### config.mk
export PLATFORM = sky130hd
export DESIGN_NAME = mailbox_filter
export DESIGN_NICKNAME = d
export VERILOG_FILES = /design/src/rtl/mbf_pkg.sv /design/src/rtl/mbf_tag_store.sv /design/src/rtl/mbf_ctrl.sv /design/src/rtl/mbf_stats.sv /design/src/rtl/mailbox_filter.sv
export SDC_FILE = /design/constraint.sdc
export NUM_CORES = 1
export LEC_CHECK = 0
export ABC_CLOCK_PERIOD_IN_PS = 3660
export BUFFER_PORTS_ARGS = -buffer_cell sky130_fd_sc_hd__buf_2
export CAP_MARGIN = 40
export CORE_AREA = 4 4 101 103
export CTS_BUF_LIST = sky130_fd_sc_hd__clkbuf_8
export DETAILED_ROUTE_END_ITERATION = 8
export DIE_AREA = 0 0 105 107
export GPL_TIMING_DRIVEN = 0
export PLACE_DENSITY = 0.8
export SYNTH_ARGS = -nofsm -noshare
export SYNTH_HDL_FRONTEND = slang
export SYNTH_SLANG_ARGS = --single-unit
### constraint.sdc
create_clock -name clk -period 3.66 [get_ports clk]
set_input_delay 0.183 -clock clk [delete_from_list [all_inputs] [get_ports clk]]
set_output_delay 0.183 -clock clk [all_outputs]
set_load 0.005 [all_outputs]
### src/rtl/mbf_pkg.sv
package mbf_pkg;
    typedef enum logic [0:0] {
        ST_LOOKUP  = 1'b0,
        ST_FORWARD = 1'b1
    } mbf_state_e;
endpackage

### src/rtl/mbf_tag_store.sv
module mbf_tag_store #(
    parameter int ENTRIES = 4,
    parameter int ID_W    = 16
) (
    input  logic            clk,
    input  logic            rst_n,
    input  logic            clr,
    input  logic [ID_W-1:0] look_id,
    output logic            hit,
    input  logic            ins_en,
    input  logic [ID_W-1:0] ins_id
);
    localparam int PTR_W = (ENTRIES > 1) ? $clog2(ENTRIES) : 1;
    localparam logic [PTR_W-1:0] LAST = PTR_W'(ENTRIES - 1);

    logic [ID_W-1:0]    tag_q [ENTRIES];
    logic [ENTRIES-1:0] vld_q;
    logic [ENTRIES-1:0] match;
    logic [PTR_W-1:0]   ptr_q;

    for (genvar g = 0; g < ENTRIES; g++) begin : g_slot
        assign match[g] = vld_q[g] && (tag_q[g] == look_id);

        always_ff @(posedge clk) begin
            if (ins_en && !clr && (ptr_q == PTR_W'(g)))
                tag_q[g] <= ins_id;
        end

        always_ff @(posedge clk) begin
            if (!rst_n || clr)
                vld_q[g] <= 1'b0;
            else if (ins_en && (ptr_q == PTR_W'(g)))
                vld_q[g] <= 1'b1;
        end
    end

    assign hit = |match;

    // round-robin replacement position
    always_ff @(posedge clk) begin
        if (!rst_n || clr)
            ptr_q <= '0;
        else if (ins_en)
            ptr_q <= (ptr_q == LAST) ? '0 : ptr_q + 1'b1;
    end
endmodule

### src/rtl/mbf_ctrl.sv
module mbf_ctrl
    import mbf_pkg::*;
#(
    parameter int ID_W  = 16,
    parameter int LANES = 4
) (
    input  logic             clk,
    input  logic             rst_n,
    input  logic             trace_start,
    input  logic             in_valid,
    output logic             in_ready,
    input  logic [ID_W-1:0]  in_obj,
    input  logic [LANES-1:0] in_lanes,
    input  logic             hit,
    output logic             out_valid,
    input  logic             out_ready,
    output logic [ID_W-1:0]  out_obj,
    output logic [LANES-1:0] out_lanes,
    output logic             ins_en,
    output logic             clr,
    output logic             hit_ev,
    output logic             miss_ev
);
    mbf_state_e state_q, state_d;
    logic [ID_W-1:0]  obj_q;
    logic [LANES-1:0] lanes_q;
    logic             accept;

    // state register
    always_ff @(posedge clk) begin
        if (!rst_n) state_q <= ST_LOOKUP;
        else        state_q <= state_d;
    end

    // outputs and next state
    always_comb begin
        in_ready  = 1'b0;
        out_valid = 1'b0;
        state_d   = state_q;
        unique case (state_q)
            ST_LOOKUP: begin
                in_ready = !trace_start;
                if (in_valid && in_ready && !hit)
                    state_d = ST_FORWARD;            // issue
            end
            ST_FORWARD: begin
                out_valid = 1'b1;
                if (out_ready)
                    state_d = ST_LOOKUP;             // retire
            end
            default: state_d = ST_LOOKUP;
        endcase
        accept  = in_valid && in_ready;
        ins_en  = accept && !hit;
        hit_ev  = accept && hit;
        miss_ev = ins_en;
        clr     = trace_start;
    end

    always_ff @(posedge clk) begin
        if (ins_en) begin
            obj_q   <= in_obj;
            lanes_q <= in_lanes;
        end
    end

    assign out_obj   = obj_q;
    assign out_lanes = lanes_q;
endmodule

### src/rtl/mbf_stats.sv
module mbf_stats #(
    parameter int CNT_W = 16
) (
    input  logic             clk,
    input  logic             rst_n,
    input  logic             hit_ev,
    input  logic             miss_ev,
    output logic [CNT_W-1:0] hit_count,
    output logic [CNT_W-1:0] miss_count
);
    always_ff @(posedge clk) begin
        if (!rst_n) begin
            hit_count  <= '0;
            miss_count <= '0;
        end else begin
            if (hit_ev)  hit_count  <= hit_count + 1'b1;
            if (miss_ev) miss_count <= miss_count + 1'b1;
        end
    end
endmodule

### src/rtl/mailbox_filter.sv
module mailbox_filter #(
    parameter int ENTRIES = 4,
    parameter int ID_W    = 16,
    parameter int LANES   = 4,
    parameter int CNT_W   = 16
) (
    input  logic             clk,
    input  logic             rst_n,
    input  logic             trace_start,
    input  logic             in_valid,
    output logic             in_ready,
    input  logic [ID_W-1:0]  in_obj,
    input  logic [LANES-1:0] in_lanes,
    output logic             out_valid,
    input  logic             out_ready,
    output logic [ID_W-1:0]  out_obj,
    output logic [LANES-1:0] out_lanes,
    output logic [CNT_W-1:0] hit_count,
    output logic [CNT_W-1:0] miss_count
);
    logic hit, ins_en, clr, hit_ev, miss_ev;

    mbf_tag_store #(.ENTRIES(ENTRIES), .ID_W(ID_W)) u_tags (
        .clk(clk), .rst_n(rst_n), .clr(clr), .look_id(in_obj),
        .hit(hit), .ins_en(ins_en), .ins_id(in_obj)
    );

    mbf_ctrl #(.ID_W(ID_W), .LANES(LANES)) u_ctrl (
        .clk(clk), .rst_n(rst_n), .trace_start(trace_start),
        .in_valid(in_valid), .in_ready(in_ready), .in_obj(in_obj),
        .in_lanes(in_lanes), .hit(hit), .out_valid(out_valid),
        .out_ready(out_ready), .out_obj(out_obj), .out_lanes(out_lanes),
        .ins_en(ins_en), .clr(clr), .hit_ev(hit_ev), .miss_ev(miss_ev)
    );

    mbf_stats #(.CNT_W(CNT_W)) u_stats (
        .clk(clk), .rst_n(rst_n), .hit_ev(hit_ev), .miss_ev(miss_ev),
        .hit_count(hit_count), .miss_count(miss_count)
    );
endmodule

==> run_results.csv <==
group,metric,value,unit
run_status,status,"complete, no violations",
sta,worstMarginPinSlew,760.1,ps
synth,seq_area_frac_synth,61.07,%
synth,mappedNetlistNets,450,
detailed_routing,wirelength,11.18,mm
synth,synth_top_cells_by_area,"edfxtp_1, dfxtp_1, xnor2_1",
setup_path,ff2ff_path_depth,8,
placed_design,routabilityCongestion,0.8000,
synth,netlist-cell-type-count,42,
placed_design,portBuffers,78,
global_routing,grt_start_max_net_pins,30,
cts,path_clk_slew,70,ps
power_and_ir_drop,power_leakage,2.325,nW
sta,worst_slack,318.1,ps
sta,fin_setup_tns,0,ps
final_layout,n_fill_cell,652,
detailed_routing,detail_route.drc_violations,0,
synth,synth_top_cells_by_count,"edfxtp_1, xnor2_1, dfxtp_1, nor2_1, nand2_1",
global_routing,grt_overflow,0,
setup_path,register_to_register_path_setup_slack,520,ps
detailed_routing,drt-initial-drc-count,157,
flow_run,max_cap_viol_count,0,
synth,synthesis.yosys.warnings,0,
setup_path,r2r_start,"u_tags.tag_q[3][2]",
setup_path,critical_path_required,3740,ps
worst_hold_path,min_path_cells,1,
power_and_ir_drop,total_switching_power,0.6527,mW
global_routing,via_count_of_the_first_global_routing_pass,3720,
cts,max_h_tree_level,4,
sta,slew_headroom,48.02,%
synth,syn-cell-area,0.005409,mm2
setup_path,crit_type,"in2reg",
detailed_routing,avgRoutedWirePerCell,17.07,um
power_and_ir_drop,intPower,2.398,mW
detailed_routing,routed-via-count,3621,
placed_design,hpwl,7.600,mm
setup_path,worstReg2RegEnd,"u_tags.tag_q[1][4]",
sta,setup_viol_count_final,0,
setup_path,cp.arrival,3420,ps
sta,grt_setup_unrepaired,"no",
floorplanning,initial_util,58.82,%
power_and_ir_drop,ir_drop,0.2834,mV
synth,async_reset_ff_share,0,%
sta,skew,11.90,ps
final_layout,area_growth_syn_to_layout,21.07,%
sta,min_period,3342,ps
global_routing,antenna_found_initial,0,
cts,cts_root_buffer,"clkbuf_8",
final_layout,layout.nets,562,
cts,cts_num_sinks,123,
cts,cts-buffers-inserted,17,
power_and_ir_drop,seq_power_share,49.8,%
global_routing,grt_pass1_wl,18.26,mm
setup_path,end_kind,"register",
cts,post_cts_repair_setup_buffers,0,
worst_hold_path,hold_path_end,"u_tags.tag_q[1][15]",
synth,synth_top_area_share,46.63,%
global_routing,grt_resource_usage_total,21.14,%
placed_design,pre_cts_ws,160.7,ps
detailed_routing,avgViaCountPerCell,5.528,
synth,post-synth-top-count-cell,"edfxtp_1",
sta,finalMaxSlewViolations,0,
power_and_ir_drop,power.switching_fraction,21.39,%
sta,timing.final.crit_share,91.31,%
final_layout,num_antenna_cells,0,
cts,cts_tree,"built",
worst_hold_path,hold_path_class,"in2reg",
sta,fmax,0.2992,GHz
synth,synth.avg_cell_area,12.91,um2
synth,synth_edf_count,84,
cts,cts_buffer_depth,2,
synth,syn-instance-count,419,
power_and_ir_drop,combPwrFrac,5.7,%
floorplanning,die_x,105,um
final_layout,post_route_cells_drive_above_1_share,27.94,%
floorplanning,die_height,107,um
floorplanning,io_pins,79,
floorplanning,fp-row-count,35,
synth,synth-main-ff-cell,"edfxtp_1",
sta,finalHoldViolCount,0,
power_and_ir_drop,pwr_density_cell,465.9,mW/mm2
cts,worstSkewPairLatency,430,ps
floorplanning,die_outline_area,0.01124,mm2
worst_hold_path,worst_hold_startpoint,"in_obj[15]",
setup_path,worst_setup_path_start_kind,"primary input",
detailed_routing,antenna_violating_nets_post_route,0,
synth,postSynthRegisterBits,123,
power_and_ir_drop,p_clk_share,44.6,%
detailed_routing,drt_pre_antenna_iters,4,
floorplanning,core_area,0.009196,mm2
setup_path,critical_path.max_fanout,29,
synth,netlist.top_cell.by_area,"edfxtp_1",
## sequential cells by signal (all words and copies together) (netlist names)
signal	flops
u_tags.tag_q	64
u_ctrl.out_lanes	4
u_stats.miss_count	16
u_ctrl.out_obj	16
u_ctrl.state_q	1
u_tags.ptr_q	2
u_stats.hit_count	16
u_tags.vld_q	4
## worst max path at each step
| stage | startpoint | end | slack, ps | depth (start not counted) |
|---|---|---|---|---|
| finish | in_obj[3] | u_tags.tag_q[1][4] | 320 | 11 |
| global route | in_obj[3] | u_tags.tag_q[1][4] | 120 | 11 |
| CTS | in_obj[2] | u_tags.tag_q[2][0] | 60 | 11 |
| detailed placement | in_obj[4] | u_tags.tag_q[1][0] | 160 | 10 |
| global placement | in_obj[4] | u_tags.tag_q[1][2] | 170 | 10 |
| floorplan | u_tags.tag_q[3][2] | u_tags.tag_q[3][0] | 1100 | 8 |
## worst max-delay path, cell delays in order
cell and delay (ps):
dlygate4sd3_1 530, buf_2 150, buf_4 160, xnor2_1 130, nand4_1 160, nor3_1 100
a22oi_2 440, nand3_1 230, inv_2 190, buf_2 560, and2_2 560
## power by group through the flow
stage                     logic, mW  clock network (mW)  registers, mW
after detailed placement      0.160                   0           1.55
after floorplan              0.0959                   0           1.55
after global routing          0.188                1.44           1.52
after CTS                     0.174                1.38           1.52
after global placement        0.156                   0           1.55
final                         0.173                1.36           1.52
## cell families (layout without fill, tap and decap cells)
family                     count (synthesis)  in the layout  synth area share, %
buffers and inverters                     36            161                4.048
and+or+nand+nor                          125            125                12.40
adders and majority gates                  6              6                1.388
xor gates and xnor gates                  81             81                13.25
DFF                                      123            123                61.07
AOI/OAI and AO/OA                         43             43                6.916
muxes                                      5              5               0.9253
## layout by cell type, fill, tap and decap left out, drive strengths merged, types with 2 or more instances in the layout
master,synthesis,layout
or4,7,7
o21a,5,5
clkinvlp,0,3
clkinv,0,5
o31ai,2,2
nand2,18,18
a21o,2,2
xnor2,80,80
and4,2,2
nand4,15,15
nand2b,5,5
dfxtp,39,39
and3,12,12
a2111oi,10,10
or3,3,3
nand3,14,14
bufinv,0,5
ha,6,6
a21oi,14,14
mux2i,5,5
nor4,3,3
buf,20,98
dlygate4sd3,0,15
inv,12,14
and2,9,9
edfxtp,84,84
nor2,29,29
o22ai,2,2
nor3,6,6
o21ai,4,4
a22oi,2,2
clkbuf,4,21
## stage by stage
step | util (%) | area (um2) | hold WS (ps) | cells | power [mW]
3_3_place_gp | 64.57 | 5938 | 360.6 | 608 | 1.704
5_1_grt | 71.21 | 6549 | 0.2015 | 655 | 3.153
2_1_floorplan | - | 5409 | 281.9 | 419 | 1.646
3_5_place_dp | 64.57 | 5938 | 363.5 | 608 | 1.709
4_1_cts | 71.05 | 6534 | 0.02409 | 654 | 3.069
6_report | 71.21 | 6549 | 16.56 | 655 | 3.051
## timing repair
action	4_1_cts	5_1_grt
resized for setup	0	4
hold buffers	14	1
endpoints found under the setup margin	0	64
endpoints found under the hold margin	50	1
## layout make-up
class | instances | area (um2) | area share (%)
Multi-Input combinational cell | 260 | 1892 | 28.89
Clock inverter | 15 | 221.5 | 3.382
Buffer | 24 | 173.9 | 2.656
Inverter | 12 | 45.04 | 0.6878
Timing Repair Buffer | 93 | 540.5 | 8.254
Tap cell | 111 | 138.9 | 2.121
Sequential cell | 123 | 3303 | 50.44
Clock buffer | 17 | 234.0 | 3.573
## routing by layer
| metal | routed length [um] | share of wire, % | track usage [%] | vias to the layer above |
|---|---|---|---|---|
| li1 | - | - | - | 1724 |
| met1 | 4637 | 41 | 25.05 | 1793 |
| met2 | 5841 | 52 | 37.31 | 84 |
| met3 | 540 | 4.8 | 5.719 | 20 |
| met4 | 161 | 1.4 | 7.029 | 0 |
| met5 | 0 | 0 | 0 | - |
(Power assumes the default switching activity.)
